--- config.mk ---
export PLATFORM = sky130hd
export DESIGN_NAME = pic_cascade
export DESIGN_NICKNAME = d
export VERILOG_FILES = /design/src/rtl/pic_pkg.sv /design/src/rtl/pic_stage.sv /design/src/rtl/pic_ack_fsm.sv /design/src/rtl/pic_cascade.sv
export SDC_FILE = /design/constraint.sdc
export NUM_CORES = 1
export LEC_CHECK = 0
export BUFFER_PORTS_ARGS = -buffer_cell sky130_fd_sc_hd__buf_2
export CORE_MARGIN = 1.5
export CORE_UTILIZATION = 25
export DETAILED_ROUTE_END_ITERATION = 12
export PLACE_DENSITY = 0.52
export SLEW_MARGIN = 40
export SYNTH_ARGS = -nofsm -noshare
export SYNTH_HDL_FRONTEND = slang
export SYNTH_SLANG_ARGS = --single-unit
--- constraint.sdc ---
create_clock -name clk -period 2.8 [get_ports clk]
set_input_delay 0.56 -clock clk [delete_from_list [all_inputs] [get_ports clk]]
set_output_delay 0.56 -clock clk [all_outputs]
set_load 0.05 [all_outputs]
--- src/rtl/pic_pkg.sv ---
package pic_pkg;
    localparam int VEC_W = 8;

    localparam logic [1:0] OFS_CMD  = 2'd0;
    localparam logic [1:0] OFS_MASK = 2'd1;
    localparam logic [1:0] OFS_BASE = 2'd2;

    localparam logic [VEC_W-1:0] EOI_CMD = 8'h20;

    typedef enum logic [1:0] {
        ST_IDLE    = 2'd0,
        ST_ASSERT  = 2'd1,
        ST_DELIVER = 2'd2
    } ack_state_t;
endpackage

--- src/rtl/pic_stage.sv ---
module pic_stage
    import pic_pkg::*;
#(
    parameter int               LINES    = 8,
    parameter int               VW       = VEC_W,
    parameter logic [VW-1:0]    BASE_RST = 8'h08,
    localparam int              IW       = $clog2(LINES)
) (
    input  logic             clk,
    input  logic             rst_n,
    input  logic [LINES-1:0] lines,
    input  logic             wr_en,
    input  logic [1:0]       wr_ofs,
    input  logic [VW-1:0]    wr_data,
    input  logic [LINES-1:0] ack_set,
    output logic             req,
    output logic [IW-1:0]    win_idx,
    output logic [VW-1:0]    base
);
    logic [LINES-1:0] mask_q;
    logic [LINES-1:0] isr_q;
    logic [LINES-1:0] allowed;
    logic [LINES-1:0] eligible;
    logic [LINES-1:0] eoi_clr;
    logic [VW-1:0]    base_q;
    logic             eoi_hit;

    // A line may request only if no line of equal or higher priority is in service.
    always_comb begin
        for (int i = 0; i < LINES; i++) begin
            allowed[i] = (isr_q & ((LINES'(2) << i) - LINES'(1))) == '0;
        end
    end

    assign eligible = lines & ~mask_q & allowed;
    assign req      = |eligible;

    always_comb begin
        win_idx = '0;
        for (int i = LINES - 1; i >= 0; i--) begin
            if (eligible[i]) win_idx = IW'(i);
        end
    end

    assign eoi_hit = wr_en && (wr_ofs == OFS_CMD) && (wr_data == EOI_CMD);
    assign eoi_clr = isr_q & (~isr_q + LINES'(1));
    assign base    = base_q;

    always_ff @(posedge clk) begin
        if (!rst_n) begin
            mask_q <= '0;
            isr_q  <= '0;
            base_q <= BASE_RST;
        end else begin
            if (wr_en && wr_ofs == OFS_MASK) mask_q <= wr_data[LINES-1:0];
            if (wr_en && wr_ofs == OFS_BASE) base_q <= wr_data;
            isr_q <= (isr_q & ~(eoi_hit ? eoi_clr : '0)) | ack_set;
        end
    end

    // a lone end-of-interrupt retires exactly one in-service level
    p_eoi_one_level_r8: assert property (@(posedge clk) disable iff (!rst_n)
        (eoi_hit && (isr_q != '0) && (ack_set == '0))
        |=> ($countones(isr_q) == $countones($past(isr_q)) - 1));

    // acknowledge only promotes a line that is currently eligible
    p_ack_eligible_r7: assert property (@(posedge clk) disable iff (!rst_n)
        (ack_set != '0) |-> ((ack_set & eligible) != '0));

    // one line enters service per acknowledge
    p_ack_single_r6: assert property (@(posedge clk) disable iff (!rst_n)
        $onehot0(ack_set));

    // nothing outranks line 0 while it is in service
    p_top_blocks_r7: assert property (@(posedge clk) disable iff (!rst_n)
        isr_q[0] |-> !req);
endmodule

--- src/rtl/pic_ack_fsm.sv ---
module pic_ack_fsm
    import pic_pkg::*;
#(
    parameter int VW = VEC_W
) (
    input  logic          clk,
    input  logic          rst_n,
    input  logic          req_in,
    input  logic          ack_in,
    input  logic [VW-1:0] vec_in,
    output logic          intr,
    output logic          take,
    output logic          vec_valid,
    output logic [VW-1:0] vec_out
);
    ack_state_t    state_q, state_d;
    logic [VW-1:0] vec_q;

    always_ff @(posedge clk) begin
        if (!rst_n) begin
            state_q <= ST_IDLE;
            vec_q   <= '0;
        end else begin
            state_q <= state_d;
            if (take) vec_q <= vec_in;
        end
    end

    always_comb begin
        state_d = state_q;
        unique case (state_q)
            ST_IDLE:    state_d = req_in ? ST_ASSERT : ST_IDLE;
            ST_ASSERT:  state_d = take ? ST_DELIVER : (req_in ? ST_ASSERT : ST_IDLE);
            ST_DELIVER: state_d = req_in ? ST_ASSERT : ST_IDLE;
            default:    state_d = ST_IDLE;
        endcase
    end

    always_comb begin
        intr      = (state_q == ST_ASSERT);
        vec_valid = (state_q == ST_DELIVER);
        take      = (state_q == ST_ASSERT) && ack_in && req_in;
        vec_out   = vec_q;
    end

    // intr falls right after an accepted acknowledge
    p_intr_drop_r6: assert property (@(posedge clk) disable iff (!rst_n)
        (intr && ack_in && req_in) |=> !intr);

    // vector strobe lasts one cycle
    p_vec_pulse_r6: assert property (@(posedge clk) disable iff (!rst_n)
        vec_valid |=> !vec_valid);

    // intr only rises after an eligible request was seen
    p_rise_needs_req_r2: assert property (@(posedge clk) disable iff (!rst_n)
        $rose(intr) |-> $past(req_in));
endmodule

--- src/rtl/pic_cascade.sv ---
module pic_cascade
    import pic_pkg::*;
#(
    parameter int            LINES        = 8,
    parameter int            VW           = VEC_W,
    parameter int            CASCADE_LINE = 2,
    parameter logic [VW-1:0] M_BASE_RST   = 8'h08,
    parameter logic [VW-1:0] S_BASE_RST   = 8'h70,
    localparam int           IW           = $clog2(LINES),
    localparam int           TOTAL        = 2 * LINES
) (
    input  logic             clk,
    input  logic             rst_n,
    input  logic [TOTAL-1:0] irq_in,
    input  logic             cfg_we,
    input  logic             cfg_stage,
    input  logic [1:0]       cfg_ofs,
    input  logic [VW-1:0]    cfg_wdata,
    input  logic             inta,
    output logic             intr,
    output logic             vec_valid,
    output logic [VW-1:0]    vec_out
);
    logic [TOTAL-1:0] irq_q;
    logic [LINES-1:0] m_lines, m_ack_set, s_ack_set;
    logic             m_req, s_req, take;
    logic [IW-1:0]    m_idx, s_idx;
    logic [VW-1:0]    m_base, s_base, vec_sel;
    logic             from_slave;
    logic             unused_cascade_pin;

    always_ff @(posedge clk) begin
        if (!rst_n) irq_q <= '0;
        else        irq_q <= irq_in;
    end

    assign unused_cascade_pin = irq_q[CASCADE_LINE];

    for (genvar g = 0; g < LINES; g++) begin : g_mline
        if (g == CASCADE_LINE) begin : g_casc
            assign m_lines[g] = s_req;
        end else begin : g_pin
            assign m_lines[g] = irq_q[g];
        end
    end

    pic_stage #(.LINES(LINES), .VW(VW), .BASE_RST(S_BASE_RST)) u_slave (
        .clk     (clk),
        .rst_n   (rst_n),
        .lines   (irq_q[TOTAL-1:LINES]),
        .wr_en   (cfg_we && cfg_stage),
        .wr_ofs  (cfg_ofs),
        .wr_data (cfg_wdata),
        .ack_set (s_ack_set),
        .req     (s_req),
        .win_idx (s_idx),
        .base    (s_base)
    );

    pic_stage #(.LINES(LINES), .VW(VW), .BASE_RST(M_BASE_RST)) u_master (
        .clk     (clk),
        .rst_n   (rst_n),
        .lines   (m_lines),
        .wr_en   (cfg_we && !cfg_stage),
        .wr_ofs  (cfg_ofs),
        .wr_data (cfg_wdata),
        .ack_set (m_ack_set),
        .req     (m_req),
        .win_idx (m_idx),
        .base    (m_base)
    );

    assign from_slave = (m_idx == IW'(CASCADE_LINE));
    assign m_ack_set  = take ? (LINES'(1) << m_idx) : '0;
    assign s_ack_set  = (take && from_slave) ? (LINES'(1) << s_idx) : '0;
    assign vec_sel    = from_slave ? (s_base + VW'(s_idx)) : (m_base + VW'(m_idx));

    pic_ack_fsm #(.VW(VW)) u_fsm (
        .clk       (clk),
        .rst_n     (rst_n),
        .req_in    (m_req),
        .ack_in    (inta),
        .vec_in    (vec_sel),
        .intr      (intr),
        .take      (take),
        .vec_valid (vec_valid),
        .vec_out   (vec_out)
    );

    // a cascaded acknowledge fills both stages
    p_cascade_pair_r10: assert property (@(posedge clk) disable iff (!rst_n)
        (take && from_slave) |-> s_req);
endmodule

==> impl_metrics.py, run 1 <==
metrics = {
    "final_layout": {
        "n_antenna_cell": 0,
        "mostFrequentLayoutCells": "88 x nand2_1, 68 x dfxtp_1, 52 x buf_4",
        "multi_input_area_um2": 2490,
        "finalNetCount": 582,
        "nFillCells": 1521,
        "seq_area_um2": 1470,
        "final_common_cell": "nand2_1",
        "area_growth_pct": 36.5,
        "fin_area_um2": 5160,
        "drive_above_1_share_pct": 33.7,
    },
    "cts": {
        "path_clk_slew_ns": 0.06,
        "root_buffer": "clkbuf_16",
        "clockBufferDepth": 2,
        "htreeDepth": 3,
        "hold_buffers": 0,
        "clock-sinks": 73,
        "insertion_delay_ns": 0.34,
        "cts_tree": "yes",
        "numCtsBuffers": 9,
    },
    "setup_path": {
        "path_max_fanout": 2,
        "cp-end-kind": "flip-flop",
        "critPathArrivalTime_ns": 3.09,
        "r2r_start": "u_slave.isr_q[4]$_SDFF_PN0_",
        "start_kind": "flip-flop",
        "critPathKind": "reg -> reg",
        "critical_path_required_ns": 3.02,
        "cp-startpoint": "u_slave.isr_q[4]$_SDFF_PN0_",
    },
    "sta": {
        "period_needed_ns": 2.87,
        "setup_viol": 2,
        "skew_ns": 0.00829,
        "slew_headroom_pct": 58.9,
        "tightest_slew_ns": 0.614,
        "fin_crit_sh_pct": 103,
        "finalHoldViolations": 0,
        "fmax_mhz": 348,
        "rsz0062_at_grt": "yes",
        "drv_slew": 0,
        "setup_ws_ns": -0.0719,
    },
    "yosys": {
        "synth_warnings": 0,
        "syn_inst": 453,
        "synth-edff-count": 0,
        "netlist_area_um2": 3780,
        "synth-main-ff-cell": "dfxtp_1",
        "ys_seq_area_share_pct": 38.6,
        "ys_ff_latch": 73,
        "syn-num-nets": 491,
        "syn_area_per_cell_um2": 8.35,
        "ys_types": 70,
        "async_reset_ff_share_pct": 0,
    },
    "floorplan": {
        "initial_core_util_pct": 25.8,
        "die_w_um": 126,
        "dieArea_um2": 15900,
        "rows": 44,
        "die_y_um": 126,
        "core-area_um2": 14600,
        "num_io_pins": 41,
    },
    "global_routing": {
        "antenna_found_initial": 0,
        "grt_overflow_total": 0,
        "grt_pass1_vias": 3536,
        "grt_usage_pct": 14.5,
        "grt_max_degree": 45,
        "grt_pass1_wl_mm": 18.0,
    },
    "status": {
        "status": "finished with violations",
        "failed_checks": "negative setup slack",
    },
    "detailed_routing": {
        "drc": 0,
        "dr.pass1.iters": 7,
        "wire_per_inst_um": 15.0,
        "drt_iter0_drc": 223,
        "ant_nets": 0,
        "routed_wl_mm": 11.0,
        "viasPerCell": 4.95,
        "vias": 3625,
    },
    "placed_design": {
        "dpl_cell_area_um2": 4510,
        "portBuffers": 39,
        "gp_congestion": 0.880,
        "dpl.hpwl_mm": 7.96,
    },
    "min_path": {
        "hp-class": "in -> reg",
        "min_from": "irq_in[5]",
    },
    "power_and_ir_drop": {
        "power_mw": 2.88,
        "p_leak_nw": 1.95,
        "power_density_nw_per_um2": 558,
        "irDropWorstVdd_uv": 488,
    },
    "job": {
        "drv_cap": 0,
    },
}
[kinds of logic (layout without fill, tap and decap cells)]
family          count (synthesis)  count (layout)  synth area share, %
buf+inv                        24             120                 2.65
compound gates                126             126                 24.5
xor+xnor                        8               8                 1.85
flops                          73              73                 38.6
fa+ha+maj                       7               7                 2.51
simple gates                  215             215                 29.8
[sequential cells by signal (all words and copies together), names as in the netlist]
register and cells:
irq_q 15, u_fsm.vec_out 8, u_master.base 8, u_master.isr_q 8, u_master.mask_q 8, u_slave.base 8
u_slave.isr_q 8, u_slave.mask_q 8, u_fsm.state_q 2
[per-stage QoR]
step	hold WS [ns]	instances	setup TNS [ns]	setup slack [ns]	util, %
floorplan	0.438	453	0	0.0326	-
global placement	0.452	710	-0.509	-0.173	30.8
detailed placement	0.460	710	-0.854	-0.299	30.8
CTS	0.408	730	-0.0335	-0.0284	34.0
global route	0.418	733	-0.851	-0.258	35.2
finish	0.420	733	-0.116	-0.0719	35.2
[path summary, 6_finish.rpt]
path | endpoint | slack [ns] | cells after the start
max | u_fsm.vec_out[6]$_SDFFE_PN0P_ | -0.07 | 17
min | irq_q[5]$_SDFF_PN0_ | 0.42 | 2
min reg2reg | u_master.mask_q[2]$_SDFFE_PN0P_ | 0.46 | 2
max reg2reg | u_fsm.vec_out[6]$_SDFFE_PN0P_ | -0.07 | 17
[layout make-up]
cell class,count,area share (%)
clock buffers,11,4.90
clock inverters,5,1.21
inverters,11,0.873
multi-input cells,356,48.3
flip-flops and latches,73,28.4
well taps,184,4.46
repair buffers,93,11.8
[where the power goes]
part	internal [mW]	total, mW	switching, mW
registers	1.08	1.10	0.0260
clock network	0.743	1.21	0.466
logic	0.237	0.569	0.331
total	2.06	2.88	0.823
[critical path: stages, from the launching register on]
cell and delay, ns:
dfxtp_1 0.33, nor3_2 0.21, nand2_1 0.09, nor3_2 0.25, a22oi_2 0.10, a21oi_2 0.12, o21bai_1 0.09, inv_1 0.07
ha_2 0.18, inv_2 0.04, fa_2 0.36, nor2b_4 0.14, o2111ai_2 0.14, xnor2_1 0.16, nand2_1 0.09, o21ai_2 0.06
nor3_2 0.23, o22ai_1 0.09
[per-layer routing]
| layer | up-vias | GRT usage (%) | share of wire, % |
|---|---|---|---|
| met5 | - | 0 | 0 |
| met1 | 1712 | 19.0 | 48 |
| met2 | 89 | 22.6 | 46 |
| li1 | 1806 | - | - |
| met4 | 0 | 6.49 | 2.3 |
| met3 | 18 | 3.40 | 4.0 |
[timing repair]
action / CTS / global route
buffers inserted: 4 / 3
setup endpoints to repair: 5 / 6
resized for setup: 33 / 38
pin swaps: 23 / 25
[synth_stat cells (3+ instances only)]
library cell,n,area share (%)
nor2_1,18,1.8
nor3b_1,4,0.79
o21a_1,5,0.99
xnor2_1,5,1.2
dfxtp_1,73,39
a22oi_1,4,0.79
nand4_1,6,0.99
a21boi_0,36,7.1
nor3_2,4,1.1
nand3_1,16,2.1
o211ai_1,3,0.60
a21o_1,3,0.60
nor3_1,10,1.3
nand2b_1,11,1.8
nand2_1,89,8.8
nand3b_1,5,0.99
and2_1,17,2.8
a32oi_1,3,0.69
a21oi_1,15,2.0
inv_1,10,0.99
nor2b_1,14,2.3
xor2_1,3,0.69
clkbuf_1,10,0.99
o31ai_1,4,0.79
o21ai_0,15,2.0
o22ai_1,3,0.50
a211oi_1,3,0.60
a31o_2,3,0.69
ha_1,6,2.0
a31oi_1,6,0.99
Power figures use the tool's default switching activity.
==> run 2: changes to the inputs <==
CTS_CLUSTER_SIZE = 25   (was not set)
PLACE_DENSITY = not set   (was 0.52)
PLACE_DENSITY_LB_ADDON = 0.08   (was not set)
==> run 2 against run 1 <==
Net effect:
- the flow still finishes with violations (negative setup slack)
- via count is 3.5% lower
- utilization is 1.1 points lower
- count of clock-buffer cells in the layout increased by 2
- power down 4.8%
- global-route usage grew 0.99 points
- largest cell class unchanged
- clock skew decreased by 0.0010 ns
- clock power decreased by 9%
- sequential cell count unchanged
- first-iteration DRC count down 24%
- non-clock buffer count decreased by 5
- design area shrank 3.2%
- worst setup slack improved by 0.042 ns
==> impl_metrics.py, run 2 (synthesis results as in run 1) <==
metrics = {
    "power_and_ir_drop": {
        "switchingPower_mw": 0.780,
        "seqPwrFrac_pct": 40.2,
        "p_sw_share_pct": 28.4,
        "combPwrFrac_pct": 19.8,
        "power_density_nw_per_um2": 549,
        "cell_internal_pwr_mw": 1.96,
        "irDropWorstVdd_uv": 264,
        "power.share.clock_pct": 40.0,
        "p_leak_nw": 1.89,
        "power_mw": 2.74,
    },
    "global_routing": {
        "grt_pass1_wl_mm": 19.0,
        "grt_pass1_vias": 3530,
        "grt_overflow_total": 0,
        "grt_usage_pct": 15.5,
        "antenna_found_initial": 0,
        "grt_max_degree": 33,
    },
    "cts": {
        "insertion_delay_ns": 0.34,
        "root_buffer": "clkbuf_16",
        "htreeDepth": 3,
        "clockBufferDepth": 2,
        "cts_tree": "yes",
        "numCtsBuffers": 9,
        "path_clk_slew_ns": 0.06,
        "clock-sinks": 73,
        "hold_buffers": 0,
    },
    "setup_path": {
        "critical_path.top_delay_family": "compound AO/OA/AOI/OAI gates",
        "crit_top_cell": "a21oi_2",
        "r2r_start": "u_master.isr_q[7]$_SDFF_PN0_",
        "endpoint": "u_fsm.vec_out[6]$_SDFFE_PN0P_",
        "critPathKind": "reg -> reg",
        "critPathSlowestCell": "or4b_4",
        "critical_path_cell_count": 12,
        "r2r_end": "u_fsm.vec_out[6]$_SDFFE_PN0P_",
        "cp-end-kind": "flip-flop",
        "cp-startpoint": "u_master.isr_q[7]$_SDFF_PN0_",
        "worstPathCellList": "or4b_4 > a21o_1 > a21oi_2 > a21oi_2 > nor2_2 > o22a_1 > ha_4 > ha_1 > a22oi_2 > a31o_2 > nor3_2 > o22ai_1",
        "critPathArrivalTime_ns": 3.04,
        "path_max_fanout": 5,
        "rrSetupSlack_ns": -0.03,
        "start_kind": "flip-flop",
        "critical_path_required_ns": 3.01,
        "max_stage_delay_ns": 0.54,
        "crit_buf_inv": 0,
        "r2r_cells": 12,
    },
    "floorplan": {
        "dieArea_um2": 15900,
        "die_w_um": 126,
        "num_io_pins": 41,
        "rows": 44,
        "die_y_um": 126,
        "core-area_um2": 14600,
        "initial_core_util_pct": 25.8,
    },
    "sta": {
        "hold_ws_ns": 0.426,
        "slew_headroom_pct": 58.3,
        "setup_ws_ns": -0.0297,
        "tightest_slew_ns": 0.624,
        "skew_ns": 0.00728,
        "fin_crit_sh_pct": 101,
        "setup_viol": 1,
        "drv_slew": 0,
        "fmax_mhz": 353,
        "finalHoldViolations": 0,
        "rsz0062_at_grt": "yes",
        "period_needed_ns": 2.83,
    },
    "detailed_routing": {
        "drt_iter0_drc": 170,
        "viasPerCell": 4.81,
        "routed_wl_mm": 11.4,
        "drc": 0,
        "vias": 3498,
        "ant_nets": 0,
        "wire_per_inst_um": 15.7,
        "dr.pass1.iters": 6,
    },
    "status": {
        "failed_checks": "negative setup slack",
        "status": "finished with violations",
    },
    "final_layout": {
        "seq_area_um2": 1470,
        "fin_area_um2": 5000,
        "largest_register_ffs": 15,
        "area_growth_pct": 32.1,
        "drive_above_1_share_pct": 29.5,
        "finalNetCount": 577,
        "mostFrequentLayoutCells": "88 x nand2_1, 68 x dfxtp_1, 48 x buf_4",
        "final_common_cell": "nand2_1",
        "instances_no_fill": 727,
        "multi_input_area_um2": 2410,
        "nFillCells": 1582,
        "n_antenna_cell": 0,
        "regMostFlops": "irq_q",
    },
    "placed_design": {
        "gp_congestion": 0.817,
        "portBuffers": 39,
        "place_ws_ns": -0.341,
        "place_inst": 710,
        "dpl_cell_area_um2": 4510,
        "dpl.hpwl_mm": 8.67,
    },
    "min_path": {
        "hp-class": "in -> reg",
    },
    "job": {
        "drv_cap": 0,
    },
}
[run 2: cell types whose count changed in the layout (fill, tap and decap cells not counted), moves of 3 or more]
cell     before  now
ha_1          2    5
a21oi_1       8   12
a21oi_2       8    4
buf_4        52   48
o21ai_2       7    4
[run 2: final cells by class]
type,count,share of cell area (%)
Inverter,11,0.826
Clock buffer,13,5.41
Clock inverter,2,0.250
Multi-Input combinational cell,356,48.2
Tap cell,184,4.61
Sequential cell,73,29.4
Timing Repair Buffer,88,11.3
[run 2: power groups by stage]
stage	Clock (mW)	Combinational, mW	Sequential [mW]
6_report	1.10	0.543	1.10
3_5_place_dp	0	0.508	1.12
3_3_place_gp	0	0.509	1.12
5_1_grt	1.19	0.596	1.11
4_1_cts	1.14	0.542	1.10
2_1_floorplan	0	0.277	1.14
[run 2: worst min-delay path by stage]
stage                                     from                              end  cells after the start
4_1_cts                              irq_in[8]              irq_q[8]$_SDFF_PN0_                      2
6_report                            irq_in[14]             irq_q[14]$_SDFF_PN0_                      2
5_1_grt                             irq_in[15]             irq_q[15]$_SDFF_PN0_                      2
2_1_floorplan  u_master.mask_q[0]$_SDFFE_PN0P_  u_master.mask_q[0]$_SDFFE_PN0P_                      2
3_5_place_dp    u_slave.mask_q[6]$_SDFFE_PN0P_   u_slave.mask_q[6]$_SDFFE_PN0P_                      2
3_3_place_gp    u_slave.mask_q[6]$_SDFFE_PN0P_   u_slave.mask_q[6]$_SDFFE_PN0P_                      2
[run 2: stage by stage]
| stage | setup TNS (ns) | utilization [%] |
|---|---|---|
| finish | -0.0297 | 34.1 |
| global route | -0.822 | 34.1 |
| CTS | -0.0377 | 33.9 |
| detailed placement | -1.14 | 30.8 |
| global placement | -0.849 | 30.8 |
| floorplan | 0 | - |
[run 2: what timing repair did]
action,4_1_cts,5_1_grt
pin swaps,21,4
gates resized for setup,44,5
setup endpoints to repair,5,5
setup buffers,2,0
[run 2: metal layers]
layer | global-route usage, % | wire length (um) | vias to the layer above
li1 | - | - | 1789
met1 | 21.7 | 5820 | 1632
met2 | 23.6 | 5020 | 63
met3 | 2.63 | 366 | 14
met4 | 6.09 | 208 | 0
met5 | 0 | 0 | -
==> run 3: changes to the inputs <==
clock period = 2.83 ns   (was 2.8 ns; I/O delays follow)
==> run 3 against run 2 <==
Net effect:
- the run still ends with negative setup slack left
- design area grew 2.9%
- utilization grew 0.99 points
- combinational power grew 3%
- sequential share of layout area shrank 0.85 points
- critical path depth grew 6
- fmax shrank 0.47%
- worst setup slack gained 0.017 ns
- critical path type unchanged
- largest cell class unchanged
==> impl_metrics.py, run 3 (synthesis results as in run 1) <==
metrics = {
    "min_path": {
        "hp-class": "in -> reg",
    },
    "job": {
        "drv_cap": 0,
    },
    "sta": {
        "slew_headroom_pct": 60.1,
        "rsz0062_at_grt": "yes",
        "drv_slew": 0,
        "setup_tns_ns": -0.0130,
        "fmax_mhz": 352,
        "period_needed_ns": 2.84,
        "setup_viol": 1,
        "tightest_slew_ns": 0.596,
        "skew_ns": 0.00657,
        "fin_crit_sh_pct": 100,
        "setup_ws_ns": -0.0130,
        "finalHoldViolations": 0,
    },
    "detailed_routing": {
        "dr.pass1.iters": 6,
        "viasPerCell": 4.85,
        "ant_nets": 0,
        "drc": 0,
        "routed_wl_mm": 11.4,
        "vias": 3572,
        "wire_per_inst_um": 15.5,
        "drt_iter0_drc": 179,
    },
    "final_layout": {
        "mostFrequentLayoutCells": "87 x nand2_1, 69 x dfxtp_1, 55 x buf_4",
        "final_common_cell": "nand2_1",
        "largest_register_ffs": 15,
        "area_growth_pct": 35.9,
        "regMostFlops": "irq_q",
        "finalNetCount": 585,
        "n_antenna_cell": 0,
        "utilization_pct": 35.1,
        "instances_no_fill": 736,
        "drive_above_1_share_pct": 31.3,
    },
    "floorplan": {
        "initial_core_util_pct": 25.8,
        "dieArea_um2": 15900,
        "die_w_um": 126,
        "num_io_pins": 41,
        "rows": 44,
        "core-area_um2": 14600,
        "die_y_um": 126,
    },
    "setup_path": {
        "start_kind": "flip-flop",
        "cp-end-kind": "flip-flop",
        "critPathArrivalTime_ns": 3.07,
        "critPathSlowestCell": "fa_2",
        "max_stage_delay_ns": 0.36,
        "critPathKind": "reg -> reg",
        "path_max_fanout": 3,
        "worstPathCellList": "nor3_2 > buf_4 > nand2_2 > nor3_4 > a22oi_1 > a21oi_1 > o21bai_1 > inv_1 > ha_2 > inv_2 > fa_2 > nor2b_4 > buf_6 > o21ai_1 > xnor2_1 > o21ai_1 > nor2_1 > a32o_1",
        "critical_path_required_ns": 3.06,
        "crit_top_cell": "o21ai_1",
    },
    "global_routing": {
        "grt_max_degree": 33,
        "grt.busiest_layer": "met2",
        "antenna_found_initial": 0,
        "met1_usage_pct": 20.7,
        "grt_usage_pct": 15.3,
        "use_met3_pct": 3.53,
        "grt_pass1_vias": 3602,
        "grt_pass1_wl_mm": 18.8,
        "gr-usage-met2_pct": 24.1,
        "grt_overflow_total": 0,
    },
    "status": {
        "failed_checks": "negative setup slack",
        "status": "finished with violations",
    },
    "cts": {
        "clock-sinks": 73,
        "clockBufferDepth": 2,
        "cts_tree": "yes",
        "htreeDepth": 3,
        "hold_buffers": 0,
        "root_buffer": "clkbuf_16",
        "path_clk_slew_ns": 0.06,
        "insertion_delay_ns": 0.34,
        "numCtsBuffers": 9,
    },
    "placed_design": {
        "gp_congestion": 0.847,
        "place_inst": 715,
        "dpl.hpwl_mm": 8.69,
        "place_ws_ns": -0.321,
        "portBuffers": 39,
    },
    "power_and_ir_drop": {
        "p_leak_nw": 1.97,
        "power_density_nw_per_um2": 581,
        "irDropWorstVdd_uv": 316,
    },
}
[run 3: cell count changes in the layout (fill, tap and decap cells not counted), moves of 3 or more]
cell	delta
buf_4	+7
bufinv_16	+3
clkbuf_8	-3
clkinv_4	+3
o21ai_1	+3
[run 3: critical path: cells and delay by family (launching register included)]
| family | cells | cell delay, ns |
|---|---|---|
| buffers and inverters | 4 | 0.36 |
| AOI/OAI and AO/OA | 6 | 0.73 |
| xor gates and xnor gates | 1 | 0.14 |
| adders and majority gates | 2 | 0.54 |
| and+or+nand+nor | 5 | 0.64 |
| DFF | 1 | 0.32 |
[run 3: final timing paths]
path,startpoint,to,slack [ns],depth (start not counted)
worst min register to register,u_slave.mask_q[5]$_SDFFE_PN0P_,u_slave.mask_q[5]$_SDFFE_PN0P_,0.46,2
worst max register to register,u_slave.isr_q[2]$_SDFF_PN0_,u_fsm.vec_out[4]$_SDFFE_PN0P_,-0.01,18
worst min-delay path,irq_in[3],irq_q[3]$_SDFF_PN0_,0.42,2
worst max-delay path,u_slave.isr_q[2]$_SDFF_PN0_,u_fsm.vec_out[4]$_SDFFE_PN0P_,-0.01,18
[run 3: where the power goes]
part           total, mW  switching [mW]  internal, mW
clock network       1.34           0.473         0.866
registers           1.09          0.0228          1.06
logic              0.560           0.325         0.235
[run 3: final cells by class]
class | count | area (um^2)
fill | 1583 | 9500
multi-input combinational | 356 | 2420
sequential | 73 | 1470
timing repair buffer | 96 | 631
tap | 184 | 230
clock buffer | 10 | 229
clock inverter | 6 | 116
inverter | 11 | 45.0
[run 3: metal layers]
metal	vias up	part of all wire, %
met4	0	1.5
met3	14	5.2
met2	75	45
met1	1670	48
li1	1813	-
met5	-	0
[run 3: stage by stage]
step / hold WS [ns] / total power, mW / cell area (um^2)
floorplan: 0.438 / 1.40 / 3780
global placement: 0.454 / 1.62 / 4540
detailed placement: 0.460 / 1.62 / 4540
CTS: 0.406 / 3.01 / 5020
global route: 0.421 / 3.13 / 5140
finish: 0.424 / 2.99 / 5140
[run 3: timing repair]
item,4_1_cts,5_1_grt
setup endpoints to repair,5,5
gates resized for setup,36,23
buffers inserted,1,4
pin swaps,13,21
